`config.mk`:
```
export PLATFORM = sky130hd
export DESIGN_NAME = bus_unjam_seq
export DESIGN_NICKNAME = d
export VERILOG_FILES = /design/src/rtl/unjam_pkg.sv /design/src/rtl/unjam_sync.sv /design/src/rtl/unjam_timer.sv /design/src/rtl/unjam_ctrl.sv /design/src/rtl/bus_unjam_seq.sv
export SDC_FILE = /design/constraint.sdc
export NUM_CORES = 1
export LEC_CHECK = 0
export ABC_AREA = 1
export BUFFER_PORTS_ARGS = -buffer_cell sky130_fd_sc_hd__buf_2
export CAP_MARGIN = 25
export CORE_MARGIN = 8
export CORE_UTILIZATION = 56
export CTS_CLUSTER_DIAMETER = 100
export DETAILED_ROUTE_END_ITERATION = 8
export PLACE_DENSITY = 0.76
export SLEW_MARGIN = 20
export SYNTH_ARGS = -nofsm -noshare
export SYNTH_HDL_FRONTEND = slang
export SYNTH_HIERARCHICAL = 1
export SYNTH_SLANG_ARGS = --single-unit
```
`constraint.sdc`:
```
create_clock -name clk -period 2.7 [get_ports clk]
set_input_delay 0.54 -clock clk [delete_from_list [all_inputs] [get_ports clk]]
set_output_delay 0.54 -clock clk [all_outputs]
set_load 0.05 [all_outputs]
```
`src/rtl/unjam_pkg.sv`:
```
package unjam_pkg;

   typedef enum logic [2:0] {
      ST_IDLE,
      ST_HOLD,
      ST_LOW,
      ST_HIGH,
      ST_PREP,
      ST_SDA_DOWN,
      ST_SCL_UP,
      ST_SETTLE
   } unjam_state_e;

   // SCL is pulled in the hold phase, in every low half-period and
   // through the first two steps of the STOP.
   function automatic logic scl_pulled(unjam_state_e s);
      return (s == ST_HOLD) || (s == ST_LOW) || (s == ST_PREP) ||
             (s == ST_SDA_DOWN);
   endfunction

   // SDA is pulled only inside the STOP construction.
   function automatic logic sda_pulled(unjam_state_e s);
      return (s == ST_SDA_DOWN) || (s == ST_SCL_UP);
   endfunction

endpackage

```
`src/rtl/unjam_sync.sv`:
```
module unjam_sync #(
   parameter int unsigned STAGES = 2
) (
   input  logic clk,
   input  logic rst_n,
   input  logic d,
   output logic q
);
   logic [STAGES-1:0] ff;

   // Lines idle high on an I2C bus, so every stage resets to 1.
   for (genvar i = 0; i < STAGES; i++) begin : g_stage
      if (i == 0) begin : g_head
         always_ff @(posedge clk or negedge rst_n) begin
            if (!rst_n) ff[i] <= 1'b1;
            else        ff[i] <= d;
         end
      end else begin : g_tail
         always_ff @(posedge clk or negedge rst_n) begin
            if (!rst_n) ff[i] <= 1'b1;
            else        ff[i] <= ff[i-1];
         end
      end
   end

   assign q = ff[STAGES-1];
endmodule

```
`src/rtl/unjam_timer.sv`:
```
module unjam_timer #(
   parameter int unsigned TW = 8
) (
   input  logic          clk,
   input  logic          rst_n,
   input  logic          load,
   input  logic [TW-1:0] load_val,
   output logic          zero
);
   logic [TW-1:0] cnt_q;

   // One shared down-counter: a phase lasts load_val+1 cycles.
   always_ff @(posedge clk or negedge rst_n) begin
      if (!rst_n)            cnt_q <= '0;
      else if (load)         cnt_q <= load_val;
      else if (cnt_q != '0)  cnt_q <= cnt_q - 1'b1;
   end

   assign zero = (cnt_q == '0);
endmodule

```
`src/rtl/unjam_ctrl.sv`:
```
module unjam_ctrl
   import unjam_pkg::*;
#(
   parameter int unsigned HOLD_CYCLES = 6_250_000,
   parameter int unsigned HALF_CYCLES = 625,
   parameter int unsigned PULSES      = 12,
   parameter bit          EARLY_EXIT  = 1'b1,
   parameter int unsigned TW          = 23,
   parameter int unsigned PW          = 4
) (
   input  logic          clk,
   input  logic          rst_n,
   input  logic          start,
   input  logic          tmr_zero,
   input  logic          scl_s,
   input  logic          sda_s,
   output logic          tmr_load,
   output logic [TW-1:0] tmr_val,
   output logic          scl_pull,
   output logic          sda_pull,
   output logic          done,
   output logic          failed
);
   localparam logic [TW-1:0] HOLD_LD = TW'(HOLD_CYCLES - 1);
   localparam logic [TW-1:0] HALF_LD = TW'(HALF_CYCLES - 1);
   localparam logic [PW-1:0] P_LAST  = PW'(PULSES - 1);
   localparam logic [PW-1:0] P_MAX   = PW'(PULSES);

   unjam_state_e st_q, nxt;
   logic [PW-1:0] pc_q;
   logic          pc_clr, pc_inc, rpt, freed;
   logic          scl_q, sda_q, done_q, fail_q;

   // Variant choice: stop clocking on a freed SDA, or always run the full count.
   if (EARLY_EXIT) begin : g_early
      assign freed = sda_s;
   end else begin : g_full
      assign freed = 1'b0;
   end

   always_comb begin
      nxt      = st_q;
      tmr_load = 1'b0;
      tmr_val  = HALF_LD;
      pc_clr   = 1'b0;
      pc_inc   = 1'b0;
      rpt      = 1'b0;
      unique case (st_q)
         ST_IDLE: begin
            if (start) begin
               nxt      = ST_HOLD;
               tmr_load = 1'b1;
               tmr_val  = HOLD_LD;
               pc_clr   = 1'b1;
            end
         end
         ST_HOLD: begin
            if (tmr_zero) begin
               nxt      = ST_LOW;
               tmr_load = 1'b1;
            end
         end
         ST_LOW: begin
            if (tmr_zero) begin
               nxt      = ST_HIGH;
               tmr_load = 1'b1;
            end
         end
         ST_HIGH: begin
            if (tmr_zero) begin
               pc_inc   = 1'b1;
               tmr_load = 1'b1;
               nxt      = ((pc_q == P_LAST) || freed) ? ST_PREP : ST_LOW;
            end
         end
         ST_PREP: begin
            if (tmr_zero) begin
               nxt      = ST_SDA_DOWN;
               tmr_load = 1'b1;
            end
         end
         ST_SDA_DOWN: begin
            if (tmr_zero) begin
               nxt      = ST_SCL_UP;
               tmr_load = 1'b1;
            end
         end
         ST_SCL_UP: begin
            if (tmr_zero) begin
               nxt      = ST_SETTLE;
               tmr_load = 1'b1;
            end
         end
         ST_SETTLE: begin
            if (tmr_zero) begin
               nxt = ST_IDLE;
               rpt = 1'b1;
            end
         end
         default: nxt = ST_IDLE;
      endcase
   end

   // Outputs come from flops loaded with the next state's decode: no glitches on the wires.
   always_ff @(posedge clk or negedge rst_n) begin
      if (!rst_n) begin
         st_q   <= ST_IDLE;
         pc_q   <= '0;
         scl_q  <= 1'b0;
         sda_q  <= 1'b0;
         done_q <= 1'b0;
         fail_q <= 1'b0;
      end else begin
         st_q   <= nxt;
         scl_q  <= scl_pulled(nxt);
         sda_q  <= sda_pulled(nxt);
         done_q <= rpt &&  (scl_s && sda_s);
         fail_q <= rpt && !(scl_s && sda_s);
         if (pc_clr)      pc_q <= '0;
         else if (pc_inc) pc_q <= pc_q + 1'b1;
      end
   end

   assign scl_pull = scl_q;
   assign sda_pull = sda_q;
   assign done     = done_q;
   assign failed   = fail_q;

   AST_PULSE_CAP: assert property (@(posedge clk) disable iff (!rst_n)
      pc_q <= P_MAX);
   AST_SDA_FREE_CLOCKING: assert property (@(posedge clk) disable iff (!rst_n)
      (st_q == ST_HOLD || st_q == ST_LOW || st_q == ST_HIGH) |-> !sda_pull);
   AST_NO_RETRIGGER: assert property (@(posedge clk) disable iff (!rst_n)
      (st_q != ST_IDLE && st_q != ST_HOLD) |=> (st_q != ST_HOLD));
   AST_REPORT_FROM_SETTLE: assert property (@(posedge clk) disable iff (!rst_n)
      (done || failed) |-> $past(st_q) == ST_SETTLE);
endmodule

```
`src/rtl/bus_unjam_seq.sv`:
```
module bus_unjam_seq #(
   parameter int unsigned HOLD_CYCLES = 6_250_000,
   parameter int unsigned HALF_CYCLES = 625,
   parameter int unsigned PULSES      = 12,
   parameter int unsigned SYNC_STAGES = 2,
   parameter bit          EARLY_EXIT  = 1'b1
) (
   input  logic clk,
   input  logic rst_n,
   input  logic start,
   input  logic scl_in,
   input  logic sda_in,
   output logic scl_pull,
   output logic sda_pull,
   output logic done,
   output logic failed
);
   localparam int unsigned T_MAX = (HOLD_CYCLES > HALF_CYCLES) ? HOLD_CYCLES : HALF_CYCLES;
   localparam int unsigned TW    = $clog2(T_MAX + 1);
   localparam int unsigned PW    = $clog2(PULSES + 1);

   // Elaboration checks on the parameter set.
   if (SYNC_STAGES < 1) begin : g_chk_sync
      $error("SYNC_STAGES must be at least 1");
   end
   if (HALF_CYCLES <= SYNC_STAGES + 1) begin : g_chk_half
      $error("HALF_CYCLES must exceed the synchronizer latency");
   end
   if (PULSES < 1) begin : g_chk_pulses
      $error("PULSES must be at least 1");
   end
   if (HOLD_CYCLES < HALF_CYCLES) begin : g_chk_hold
      $error("HOLD_CYCLES must be no shorter than HALF_CYCLES");
   end

   logic          scl_s, sda_s, tmr_load, tmr_zero;
   logic [TW-1:0] tmr_val;

   unjam_sync #(.STAGES(SYNC_STAGES)) u_sync_scl (
      .clk(clk), .rst_n(rst_n), .d(scl_in), .q(scl_s));
   unjam_sync #(.STAGES(SYNC_STAGES)) u_sync_sda (
      .clk(clk), .rst_n(rst_n), .d(sda_in), .q(sda_s));

   unjam_timer #(.TW(TW)) u_timer (
      .clk(clk), .rst_n(rst_n), .load(tmr_load), .load_val(tmr_val), .zero(tmr_zero));

   unjam_ctrl #(
      .HOLD_CYCLES(HOLD_CYCLES), .HALF_CYCLES(HALF_CYCLES), .PULSES(PULSES),
      .EARLY_EXIT(EARLY_EXIT), .TW(TW), .PW(PW)
   ) u_ctrl (
      .clk(clk), .rst_n(rst_n), .start(start), .tmr_zero(tmr_zero),
      .scl_s(scl_s), .sda_s(sda_s), .tmr_load(tmr_load), .tmr_val(tmr_val),
      .scl_pull(scl_pull), .sda_pull(sda_pull), .done(done), .failed(failed));

   AST_SDA_DOWN_UNDER_SCL: assert property (@(posedge clk) disable iff (!rst_n)
      $rose(sda_pull) |-> (scl_pull && $past(scl_pull)));
   AST_SDA_UP_WITH_SCL_FREE: assert property (@(posedge clk) disable iff (!rst_n)
      $fell(sda_pull) |-> !scl_pull);
   AST_REPORT_EXCL: assert property (@(posedge clk) disable iff (!rst_n)
      !(done && failed));
   AST_REPORT_ONE_CYCLE: assert property (@(posedge clk) disable iff (!rst_n)
      (done || failed) |=> !(done || failed));
   AST_REPORT_LINES_FREE: assert property (@(posedge clk) disable iff (!rst_n)
      (done || failed) |-> (!scl_pull && !sda_pull));
endmodule

```
# Yosys cells after proc, flatten, opt, wreduce, memory -nomap -nowiden
# Cells that the tools add are included.
[word_totals]
reg_bits = 38
input_bits = 5
output_inout_bits = 4
elab_cells = 63
[classes]
add_sub_neg = 2
n_eq_ne = 13
muxes = 22
reduce_logical = 15
[op_table]
columns = ["op", "count"]
rows = [
  ["$mux 23", 4],
  ["$mux 3", 9],
  ["$pmux 3 s8", 1],
  ["$logic_not 23->1", 1],
  ["$reduce_bool 23->1", 1],
  ["$sub 23x1->23 const B", 1],
  ["$eq 3x3->1 const B", 7],
  ["$eq 3x2->1 const B", 3],
  ["$mux 4", 2],
  ["$eq 3x1->1 const B", 2],
  ["$reduce_or 6->1", 1],
  ["$logic_or 1x1->1", 5],
  ["$mux 1", 5],
  ["$add 4x1->4 const B", 1],
  ["$eq 4x4->1 const B", 1],
  ["$reduce_bool 2->1", 2],
  ["$logic_and 1x1->1", 3],
  ["$logic_not 3->1", 1],
  ["$pmux 1 s2", 1],
  ["$logic_not 1->1", 1],
]

# Depth between registers and ports, before layout
# Gate-level depths: netlist of the first run.
[depth]
depth_word = 9
ltp_mapped = 15
mapped_depth_nobuf = 15

# Cells and area by module
# The synthesis of the first run kept the hierarchy.
[modules_own_cells]
columns = ["module", "n_inst", "cells_per_inst", "area_per_inst_um2", "seq_area_each_um2"]
rows = [
  ["unjam_timer", 1, 237, 1657.8, 575.6],
  ["unjam_ctrl", 1, 117, 872.1, 275.3],
  ["unjam_sync", 2, 2, 52.6, 52.6],
]

# Worst setup path after synthesis of the first run
# OpenSTA, ideal clock, no wires.
[synth_timing]
path_type = "register -> register"
startpoint = "register u_timer.cnt_q[0]"
endpoint = "register u_timer.cnt_q[17]"
setup_time_ns = 0.115
arrival_time_ns = 2.144
required_ns = 2.585
setup_slack_ns = 0.441
stages_incl_launch_ff = 16
n_path_buf = 2
period_less_slack_ns = 2.259
cell_sequence = "dfrtp_1 inv_1 ha_1 nand3_4 nor2_4 nand3_2 inv_1 o21ai_0 nand2_1 clkbuf_1 inv_1 nand2_4 inv_4 buf_12 nand2_2 nand2_2"
[synth_between]
elab_chain_cells = 4
word_cells_on_any_way = 8
cone_classes = "1 x add/sub; 4 x mux; 3 x reduce/logical"
[synth_lines]
columns = ["element", "line", "source"]
rows = [
  ["from (decl)", "unjam_timer.sv:10", "logic [TW-1:0] cnt_q;"],
  ["from (signal assigned)", "unjam_timer.sv:15", "else if (load) cnt_q <= load_val;"],
  ["from (signal assigned)", "unjam_timer.sv:16", "else if (cnt_q != '0) cnt_q <= cnt_q - 1'b1;"],
  ["$logic_not 23->1 *", "unjam_timer.sv:19", "assign zero = (cnt_q == '0);"],
  ["named net tmr_zero", "bus_unjam_seq.sv:36", "logic scl_s, sda_s, tmr_load, tmr_zero;"],
  ["$mux 1 *", "-", ""],
  ["$pmux 1 s2 *", "unjam_ctrl.sv:48", "unique case (st_q)"],
  ["named net tmr_load", "bus_unjam_seq.sv:36", ""],
  ["$mux 23 or $reduce_bool 2->1 (tied branches)", "-", ""],
]
# Mark *: on every way through the listed nets, which the timed path passes. The rest lies on a longest branch. The select of a mux whose other input is x is not followed.
# A chain may end at the register's enable or synchronous reset.

# Worst setup path after layout of the first run
[layout_timing]
startpoint = "register u_timer.cnt_q[0]"
endpoint = "register u_timer.cnt_q[8]"
# Same word-level chain as after synthesis.

==> results of run 1 <==
[kinds of logic after synthesis]
| family | synth area share [%] |
|---|---|
| simple gates | 37.9 |
| buf+inv | 13.1 |
| flops | 36.3 |
| compound gates | 4.94 |
| xor+xnor | 4.65 |
| fa+ha+maj | 2.85 |
| other cells | 0.285 |
[worst paths after layout]
check                                 start           endpoint  cells past startpoint
hold reg to reg            u_sync_scl/ff[0]       u_sync_scl/q                      0
setup reg to reg           u_timer/cnt_q[0]   u_timer/cnt_q[8]                     12
setup / recovery           u_timer/cnt_q[0]   u_timer/cnt_q[8]                     12
max in group asynchronous             rst_n   u_timer/cnt_q[3]                      1
hold / removal                        rst_n  u_timer/cnt_q[20]                      1
min in group clk                     sda_in   u_sync_sda/ff[0]                      1
[worst register-to-register path, stage by stage, from the launching register on]
cell and delay, ns:
dfrtp_1 0.39, inv_1 0.09, ha_1 0.34, nand3_4 0.14, nor2_4 0.14, nand3_2 0.11, inv_1 0.16, o21ai_0 0.11
nand2_1 0.11, inv_1 0.16, nand4_2 0.21, inv_2 0.08, a21oi_1 0.13
[per-layer routing]
| metal | routed length [um] | global-route usage (%) | up-vias | share of wire [%] |
|---|---|---|---|---|
| li1 | - | - | 1074 | - |
| met1 | 2380 | 18.3 | 1012 | 47 |
| met2 | 2490 | 27.0 | 34 | 49 |
| met3 | 133 | 3.61 | 6 | 2.6 |
| met4 | 65 | 3.72 | 0 | 1.3 |
| met5 | 0 | 0 | - | 0 |
[where the power goes]
group          switching [mW]  internal [mW]  leakage [nW]
sequential            0.00609          0.579         0.446
combinational          0.0358         0.0137         0.884
clock                   0.204          0.301        0.0585
total                   0.246          0.894          1.39
[cells in the final DEF (no fill, tap or decap)]
| master | n |
|---|---|
| a21oi_1 | 8 |
| a21oi_2 | 1 |
| buf_2 | 8 |
| buf_4 | 2 |
| bufinv_16 | 1 |
| clkbuf_1 | 1 |
| clkbuf_8 | 6 |
| conb_1 | 6 |
| dfrtp_1 | 34 |
| dfstp_2 | 4 |
| ha_1 | 6 |
| inv_1 | 33 |
| inv_2 | 5 |
| inv_4 | 2 |
| nand2_1 | 98 |
| nand2_2 | 22 |
| nand2_4 | 4 |
| nand3_1 | 20 |
| nand3_2 | 2 |
| nand3_4 | 1 |
| nand4_1 | 8 |
| nand4_2 | 1 |
| nor2_1 | 41 |
| nor2_2 | 8 |
| nor2_4 | 4 |
| o21ai_0 | 11 |
| o21ai_1 | 2 |
| o21ai_2 | 1 |
| o21bai_1 | 1 |
| xnor2_1 | 6 |
| xor2_1 | 8 |
[state kept, by name (all words and copies together), names as in the netlist]
name / cells
u_ctrl/done: 1
u_ctrl/failed: 1
u_ctrl/pc_q: 4
u_ctrl/scl_pull: 1
u_ctrl/sda_pull: 1
u_ctrl/st_q: 3
u_sync_scl/ff: 1
u_sync_scl/q: 1
u_sync_sda/ff: 1
u_sync_sda/q: 1
u_timer/cnt_q: 23
[layout make-up]
cell class                 count  share of cell area (%)
multi-input combinational    259                    50.0
clock buffer                   7                    3.20
inverter                      40                    5.75
timing repair buffer          10                    2.04
sequential                    38                    35.4
clock inverter                 1                    1.11
tap                           54                    2.50
[per-stage QoR]
step,hold slack [ns],power [mW]
after floorplan,0.244,0.629
after global placement,0.345,0.645
after detailed placement,0.349,0.646
after CTS,0.342,1.15
after global routing,0.333,1.18
final,0.341,1.14
==> impl_metrics.toml, run 1 <==
[status]
outcome = "finished, final reports clean"

[sta]
post-route-period-util_pct = 83.2
relSlewSlack_pct = 43.2
rsz0062_at_grt = "no"
finalMaxSlewViolations = 0
tightest_slew_ns = 0.853
min_period_ns = 2.25
fin_setup_tns_ns = 0
fmax_mhz = 445
finalSetupViolations = 0
setup_ws_ns = 0.454
fin_skew_ns = 0.00782
report.final.hold_viol_count = 0

[cells_and_area]
seq_area_um2 = 956
finalNonFillerCells = 409
nFillCells = 444
drive_above_1_share_pct = 20.3
finish.utilization_pct = 58.3
finalInstanceArea_mm2 = 0.00270
num-nets-final = 365
area_growth_pct = 2.47
multi_input_area_mm2 = 0.00135
antennaDiodeCount = 0

[logic_synthesis]
synthDistinctLibCells = 29
netlist.area_leader.share_pct = 32.3
yosys.area.top_type = "dfrtp_1"
synth-async-reset-ratio_pct = 100
netlist_top_cells_area = "dfrtp_1 (32%), nand2_1 (14%), buf_4 (6.0%)"
postSynthAreaPerCell_um2 = 7.36
synth-seq-cells = 38
synth_seq_area_share_pct = 36.3
synthCells = 358
synth_edf_count = 0
yosysMostFrequentCell = "nand2_1"
synth_common_cells = "nand2_1 (98), nor2_1 (41), dfrtp_1 (34), inv_1 (33), nand2_2 (22)"
synthFlopType = "dfrtp_1"
netlist_area_mm2 = 0.00264
ys.warnings.count = 6

[grt]
overflow = 0
antenna_found_initial = 0
grt_max_degree = 39
grt_pass1_vias = 2079
grt_pass1_wl_mm = 9.18
track_usage_pct = 15.3

[die]
die_area_mm2 = 0.00716
ios = 9
core_mm2 = 0.00463
rows = 25
dieWidth_um = 84.6
die_y_um = 84.6
start_util_pct = 56.9

[detailed_routing]
drcViolationCount = 0
route.vias.total = 2126
drt-initial-drc-count = 150
ant_nets = 0
drt-pass1-iter-count = 4
wl_mm = 5.07
vias_per_cell = 5.20
wire_per_inst_um = 12.4

[placement]
place_hpwl_mm = 3.76
placed_area_mm2 = 0.00258
gp_congestion = 0.940
dp_slack_ns = 0.486
portBuffers = 8
dp_cells = 401

[clocking]
clkLatencyLatePin_ns = 0.29
cts-hold-fix-buffers = 0
clock_path_buffers = 2
cts.sinks = 38
cts_buffers = 5
htree_num_levels = 2
tritoncts = "done"
cts-root-buf = "clkbuf_8"
path_clk_slew_ns = 0.08
cts_setup_buffers = 0
cts_resized = 0

[critical_path]
critPathTopFamily = "simple AND/OR/NAND/NOR gates"
crit_path_end_kind = "flop"
critPathLaunchType = "flop"
rrSetupSlack_ns = 0.45
max_stage_delay_ns = 0.39
cp.required_ns = 2.91
crit_buf_inv = 4
crit_chain = "inv_1, ha_1, nand3_4, nor2_4, nand3_2, inv_1, o21ai_0, nand2_1, inv_1, nand4_2, inv_2, a21oi_1"
critical_path_class = "flop to flop"
path_max_fanout = 8
worst_path_max_delay_cell = "dfrtp_1"
cpMostUsedCell = "inv_1"
arrival_ns = 2.46

[run]
drv_cap = 0

[power]
ir_worst_vdd_v = 0.000300
power_density_mw_per_mm2 = 422
p_leak_nw = 1.39

[min_path]
holdCritPathClass = "input port to async pin"
No activity file was read; power rests on OpenSTA's default activity.
==> run 2: changes to the inputs <==
- ABC_AREA: 1 -> 0
- clock period: 2.7 -> 2.1 ns (I/O delays scaled with it)
==> run 2 against run 1 <==
The run now ends with negative setup slack left. Maximum frequency decreased by 8.9%. Sequential cell count unchanged. Wire length increased by 22%. Clock skew about the same. Critical endpoint is now u_timer/cnt_q[1]. Largest power group is now clock.
==> impl_metrics.toml, run 2 <==
[status]
outcome = "complete, but fails checks"
violations = "negative setup slack"

[detailed_routing]
wire_per_inst_um = 18.7
route.vias.total = 1907
wl_mm = 6.19
drt-initial-drc-count = 160
vias_per_cell = 5.76
drcViolationCount = 0
ant_nets = 0
drt-pass1-iter-count = 4

[logic_synthesis]
netlist.area_leader.share_pct = 37.8
synth_common_cells = "dfrtp_1 (34), nand2_1 (34), buf_4 (22), nor2_1 (19), xnor2_1 (19)"
synthDistinctLibCells = 47
postSynthAreaPerCell_um2 = 9.57
synth-seq-cells = 38
synthCells = 235
netlist_top_cells_area = "dfrtp_1 (38%), xnor2_1 (7.4%), buf_4 (7.3%)"
ys.warnings.count = 6
synth_seq_area_share_pct = 42.5
synthFlopType = "dfrtp_1"
netlist_area_mm2 = 0.00225
yosys.area.top_type = "dfrtp_1"
synth_edf_count = 0
synth-async-reset-ratio_pct = 100

[sta]
min_period_ns = 2.46
fmax_mhz = 406
setup_ws_ns = -0.365
tightest_slew_ns = 0.579
finalMaxSlewViolations = 0
post-route-period-util_pct = 117
finalSetupViolations = 31
relSlewSlack_pct = 61.4
fin_skew_ns = 0.00797
report.final.hold_viol_count = 0
rsz0062_at_grt = "yes"

[cells_and_area]
antennaDiodeCount = 0
seq_area_um2 = 956
finalInstanceArea_mm2 = 0.00307
finalNonFillerCells = 331
drive_above_1_share_pct = 47.3
finish.utilization_pct = 77.9
num-nets-final = 291
nFillCells = 210
layout.cells.most_common = "buf_4"
top_register = "u_timer/cnt_q"
largestRegisters = "u_timer/cnt_q x23, u_ctrl/pc_q x4, u_ctrl/st_q x3"
largest_reg_flops = 23
multi_input_area_mm2 = 0.00135
area_growth_pct = 36.5
mostFrequentLayoutCells = "buf_4 (41), dfrtp_1 (34), nor2_1 (17), xnor2_1 (17), nand2_1 (13)"

[grt]
grt.busiest_layer = "met2"
grt_use_met1_pct = 20.9
grt_use_met2_pct = 29.7
grtUsageMet3_pct = 4.28
grt_pass1_vias = 1955
overflow = 0
grt_max_degree = 28
grt_pass1_wl_mm = 9.04
track_usage_pct = 18.0
antenna_found_initial = 0

[die]
core_mm2 = 0.00394
start_util_pct = 57.1
die_y_um = 79.4
dieWidth_um = 79.4
die_area_mm2 = 0.00630
rows = 23
ios = 9

[critical_path]
cp.required_ns = 2.29
rr_endpoint = "u_timer/cnt_q[1]"
r2r_start = "u_timer/cnt_q[20]"
critPathLaunchType = "flop"
rr_worst_depth = 9
crit_path_end_kind = "flop"
arrival_ns = 2.65
rrSetupSlack_ns = -0.36
path_max_fanout = 5
critical_path_class = "flop to flop"

[clocking]
cts_buffers = 5
tritoncts = "done"
htree_num_levels = 2
cts-root-buf = "clkbuf_8"
clkLatencyLatePin_ns = 0.30
clock_path_buffers = 2
path_clk_slew_ns = 0.08
cts.sinks = 38

[placement]
gp_congestion = 0.852
dp_cells = 310
placed_area_mm2 = 0.00253
portBuffers = 8
place_hpwl_mm = 3.24

[power]
p_leak_nw = 1.37
ir_worst_vdd_v = 0.000474
power_density_mw_per_mm2 = 514

[min_path]
holdCritPathClass = "input port to async pin"

[run]
drv_cap = 0
[run 2: cell types whose count changed in the layout (fill, tap and decap cells not counted), sizes merged, moves of 7 or more]
cell and delta:
nor2 -33, xnor2 +13, nor4 +8, nand2 -90, nand3 -21, buf +51
o31ai +7, inv -34
[run 2: where the power goes]
part	leakage (nW)	switching, mW	internal [mW]
Combinational	0.865	0.0398	0.0298
Clock	0.0683	0.281	0.476
Sequential	0.436	0.00895	0.744
[run 2: layout make-up]
type,instances,area share [%]
repair buffers,62,17.7
multi-input cells,167,43.9
inverters,6,0.733
clock buffers,5,2.24
clock inverters,3,2.24
flip-flops and latches,38,31.1
well taps,50,2.04
[run 2: stage by stage]
stage                     TNS (ns)  hold slack [ns]  power, mW  setup WS [ns]
final                        -7.75            0.109       1.58         -0.365
after global routing         -9.99            0.152       1.62         -0.436
after CTS                    -3.69            0.126       1.57         -0.250
after detailed placement     -3.82            0.347      0.830         -0.296
after global placement       -2.73            0.349      0.828         -0.229
after floorplan              -4.22            0.124      0.798         -0.216
[run 2: logic make-up (layout without fill, tap and decap cells)]
kind of cell	count (synthesis)	after routing	share of synthesized area, %
other	2	6	0.334
flip-flops	38	38	42.5
AO/OA/AOI/OAI	38	38	11.6
buffers and inverters	35	76	9.68
XOR/XNOR	24	24	9.34
multiplexers	3	3	1.39
adder cells (fa/ha/maj)	6	6	3.34
AND/OR/NAND/NOR	89	90	21.8
[run 2: repair_timing]
item                                    in CTS  in global routing
endpoints found under the setup margin      31                 32
gates resized for setup                     36                 39
hold buffers                                 0                  0
gates cloned                                 2                  2
pin swaps                                    9                 10
buffers inserted                             7                  7
[run 2: how the worst max path moves through the flow]
stage                                  from          endpoint  slack (ns)  depth (start not counted)
after floorplan           u_timer/cnt_q[20]   u_ctrl/scl_pull       -0.22                          9
after global placement    u_timer/cnt_q[20]   u_ctrl/sda_pull       -0.23                          8
after detailed placement  u_timer/cnt_q[20]   u_ctrl/sda_pull       -0.30                          8
after CTS                 u_timer/cnt_q[12]   u_ctrl/sda_pull       -0.25                          8
after global routing      u_timer/cnt_q[20]  u_timer/cnt_q[1]       -0.44                          9
final                     u_timer/cnt_q[20]  u_timer/cnt_q[1]       -0.36                          9
[run 2: metal layers]
metal	vias to the layer above	part of all wire, %
met2	76	51
met3	27	5.2
met4	0	5.0
met5	-	0
met1	945	39
li1	859	-
[run 2: worst max-delay path, cell delays in order, from the launching register on]
cell and delay (ns):
dfrtp_1 0.39, or3_4 0.39, or2_4 0.26, nor4_4 0.32
buf_4 0.19, nand2_4 0.06, a21o_1 0.18, nand2_4 0.12
buf_12 0.14, mux2_4 0.30
==> run 3: changes to the inputs <==
- REMOVE_ABC_BUFFERS: not set -> 1
==> run 3 against run 2 <==
The run still ends with negative setup slack left. Register-to-register slack improved by 0.08 ns. Total power decreased by 14%. Clock power decreased by 30%. Worst setup slack improved by 0.081 ns. Critical path depth decreased by 1.
==> impl_metrics.toml, run 3 (synthesis gave the netlist of run 2 again) <==
[detailed_routing]
drt-pass1-iter-count = 4
wl_met1_mm = 2.26
vias_per_cell = 5.47
route.vias.total = 1837
wl_mm = 5.34
drt-initial-drc-count = 157
drcViolationCount = 0
ant_nets = 0
wl_met3_um = 180
wire_per_inst_um = 15.9
dr_wl_met2_mm = 2.77
top_layer = "met4"

[critical_path]
rrSetupSlack_ns = -0.28
cp.required_ns = 2.28
worst_path_max_delay_cell = "nor4_2"
crit_chain = "nor4_2, nand2b_4, nor4_2, buf_4, nor4b_1, a21oi_2, and3_1, o21a_1"
rr_worst_depth = 8
critical_path_class = "flop to flop"
max_stage_delay_ns = 0.51
cpMostUsedCell = "nor4_2"
r2r_start = "u_timer/cnt_q[5]"
rr_endpoint = "u_ctrl/sda_pull"
crit_path_end_kind = "flop"
critPathTopFamily = "simple AND/OR/NAND/NOR gates"
arrival_ns = 2.57
path_max_fanout = 8
crit_buf_inv = 1
critPathLaunchType = "flop"

[power]
p_total_mw = 1.35
ir_worst_vdd_v = 0.000467
power_density_mw_per_mm2 = 454
p_leak_nw = 1.31

[cells_and_area]
num-nets-final = 296
area_growth_pct = 32.7
top_register = "u_timer/cnt_q"
antennaDiodeCount = 0
nFillCells = 248
mostFrequentLayoutCells = "buf_4 (53), dfrtp_1 (34), nand2_1 (26)"
finish.utilization_pct = 75.7
layout.cells.most_common = "buf_4"
largestRegisters = "u_timer/cnt_q x23, u_ctrl/pc_q x4, u_ctrl/st_q x3"
largest_reg_flops = 23
drive_above_1_share_pct = 44.1
finalNonFillerCells = 336

[sta]
min_period_ns = 2.38
finalSetupViolations = 31
fin_skew_ns = 0.00822
setup_ws_ns = -0.284
tightest_slew_ns = 0.508
post-route-period-util_pct = 114
report.final.hold_viol_count = 0
relSlewSlack_pct = 65.8
fin_setup_tns_ns = -5.90
rsz0062_at_grt = "yes"
finalMaxSlewViolations = 0
fmax_mhz = 419

[placement]
dp_cells = 316
gp_congestion = 0.830
dp_slack_ns = -0.318
portBuffers = 8
place_hpwl_mm = 3.35

[clocking]
cts-hold-fix-buffers = 0
clock_path_buffers = 2
path_clk_slew_ns = 0.08
htree_num_levels = 2
cts_buffers = 5
cts.sinks = 38
cts-root-buf = "clkbuf_8"
clkLatencyLatePin_ns = 0.30
tritoncts = "done"

[die]
start_util_pct = 57.1
core_mm2 = 0.00394
dieWidth_um = 79.4
rows = 23
die_y_um = 79.4
ios = 9
die_area_mm2 = 0.00630

[grt]
grt_pass1_vias = 1758
grt_pass1_wl_mm = 8.06
overflow = 0
track_usage_pct = 16.3
grt_max_degree = 24
antenna_found_initial = 0

[run]
drv_cap = 0

[min_path]
holdCritPathClass = "input port to async pin"

[status]
outcome = "complete, but fails checks"
violations = "negative setup slack"
[run 3: cell count changes in the layout (fill, tap and decap cells not counted), sizes merged]
cell / before / now
bufinv: 2 / 0
buf: 61 / 66
clkbuf: 6 / 8
[run 3: cell type report]
cell class,instances,area [um2],share of cell area (%)
flip-flops and latches,38,956,32.0
well taps,50,62.6,2.10
multi-input cells,167,1330,44.4
repair buffers,67,528,17.7
clock inverters,1,5.00,0.168
inverters,6,22.5,0.754
clock buffers,7,86.3,2.89
[run 3: repair_timing]
action,4_1_cts,5_1_grt
buffers inserted,7,3
setup endpoints to repair,31,31
cloned,1,1
gates resized for setup,27,45
pin swaps,5,27
[run 3: worst register-to-register path: cells and delay by family, from the launching register on]
family	cells	cell delay, ns
AO/OA/AOI/OAI	2	0.25
flip-flops	1	0.40
buffers and inverters	1	0.22
AND/OR/NAND/NOR	5	1.39
[run 3: through the flow]
stage	hold slack (ns)	cell area, um2
after global routing	0.118	2990
after detailed placement	0.347	2530
final	0.0868	2990
after global placement	0.345	2530
after floorplan	0.124	2070
after CTS	0.0985	2750
[run 3: per-layer routing]
layer  global-route usage, %  vias to the layer above
met5                       0                        -
met3                    3.15                       14
li1                        -                      877
met1                    18.0                      909
met4                    9.07                        0
met2                    28.6                       37
[run 3: worst max path at each step]
stage                                  from           endpoint  slack (ns)  cells after the start
after floorplan            u_timer/cnt_q[5]  u_timer/cnt_q[11]       -1.16                      8
after global placement    u_timer/cnt_q[19]   u_timer/cnt_q[6]       -0.23                     10
after detailed placement  u_timer/cnt_q[19]   u_timer/cnt_q[6]       -0.32                     10
after CTS                 u_timer/cnt_q[13]    u_ctrl/sda_pull       -0.16                      9
after global routing       u_timer/cnt_q[5]   u_timer/cnt_q[6]       -0.40                     10
final                      u_timer/cnt_q[5]    u_ctrl/sda_pull       -0.28                      8
[run 3: report_power, final]
| part | switching, mW | internal (mW) |
|---|---|---|
| Clock | 0.263 | 0.265 |
| Combinational | 0.0408 | 0.0328 |
| Sequential | 0.00871 | 0.744 |
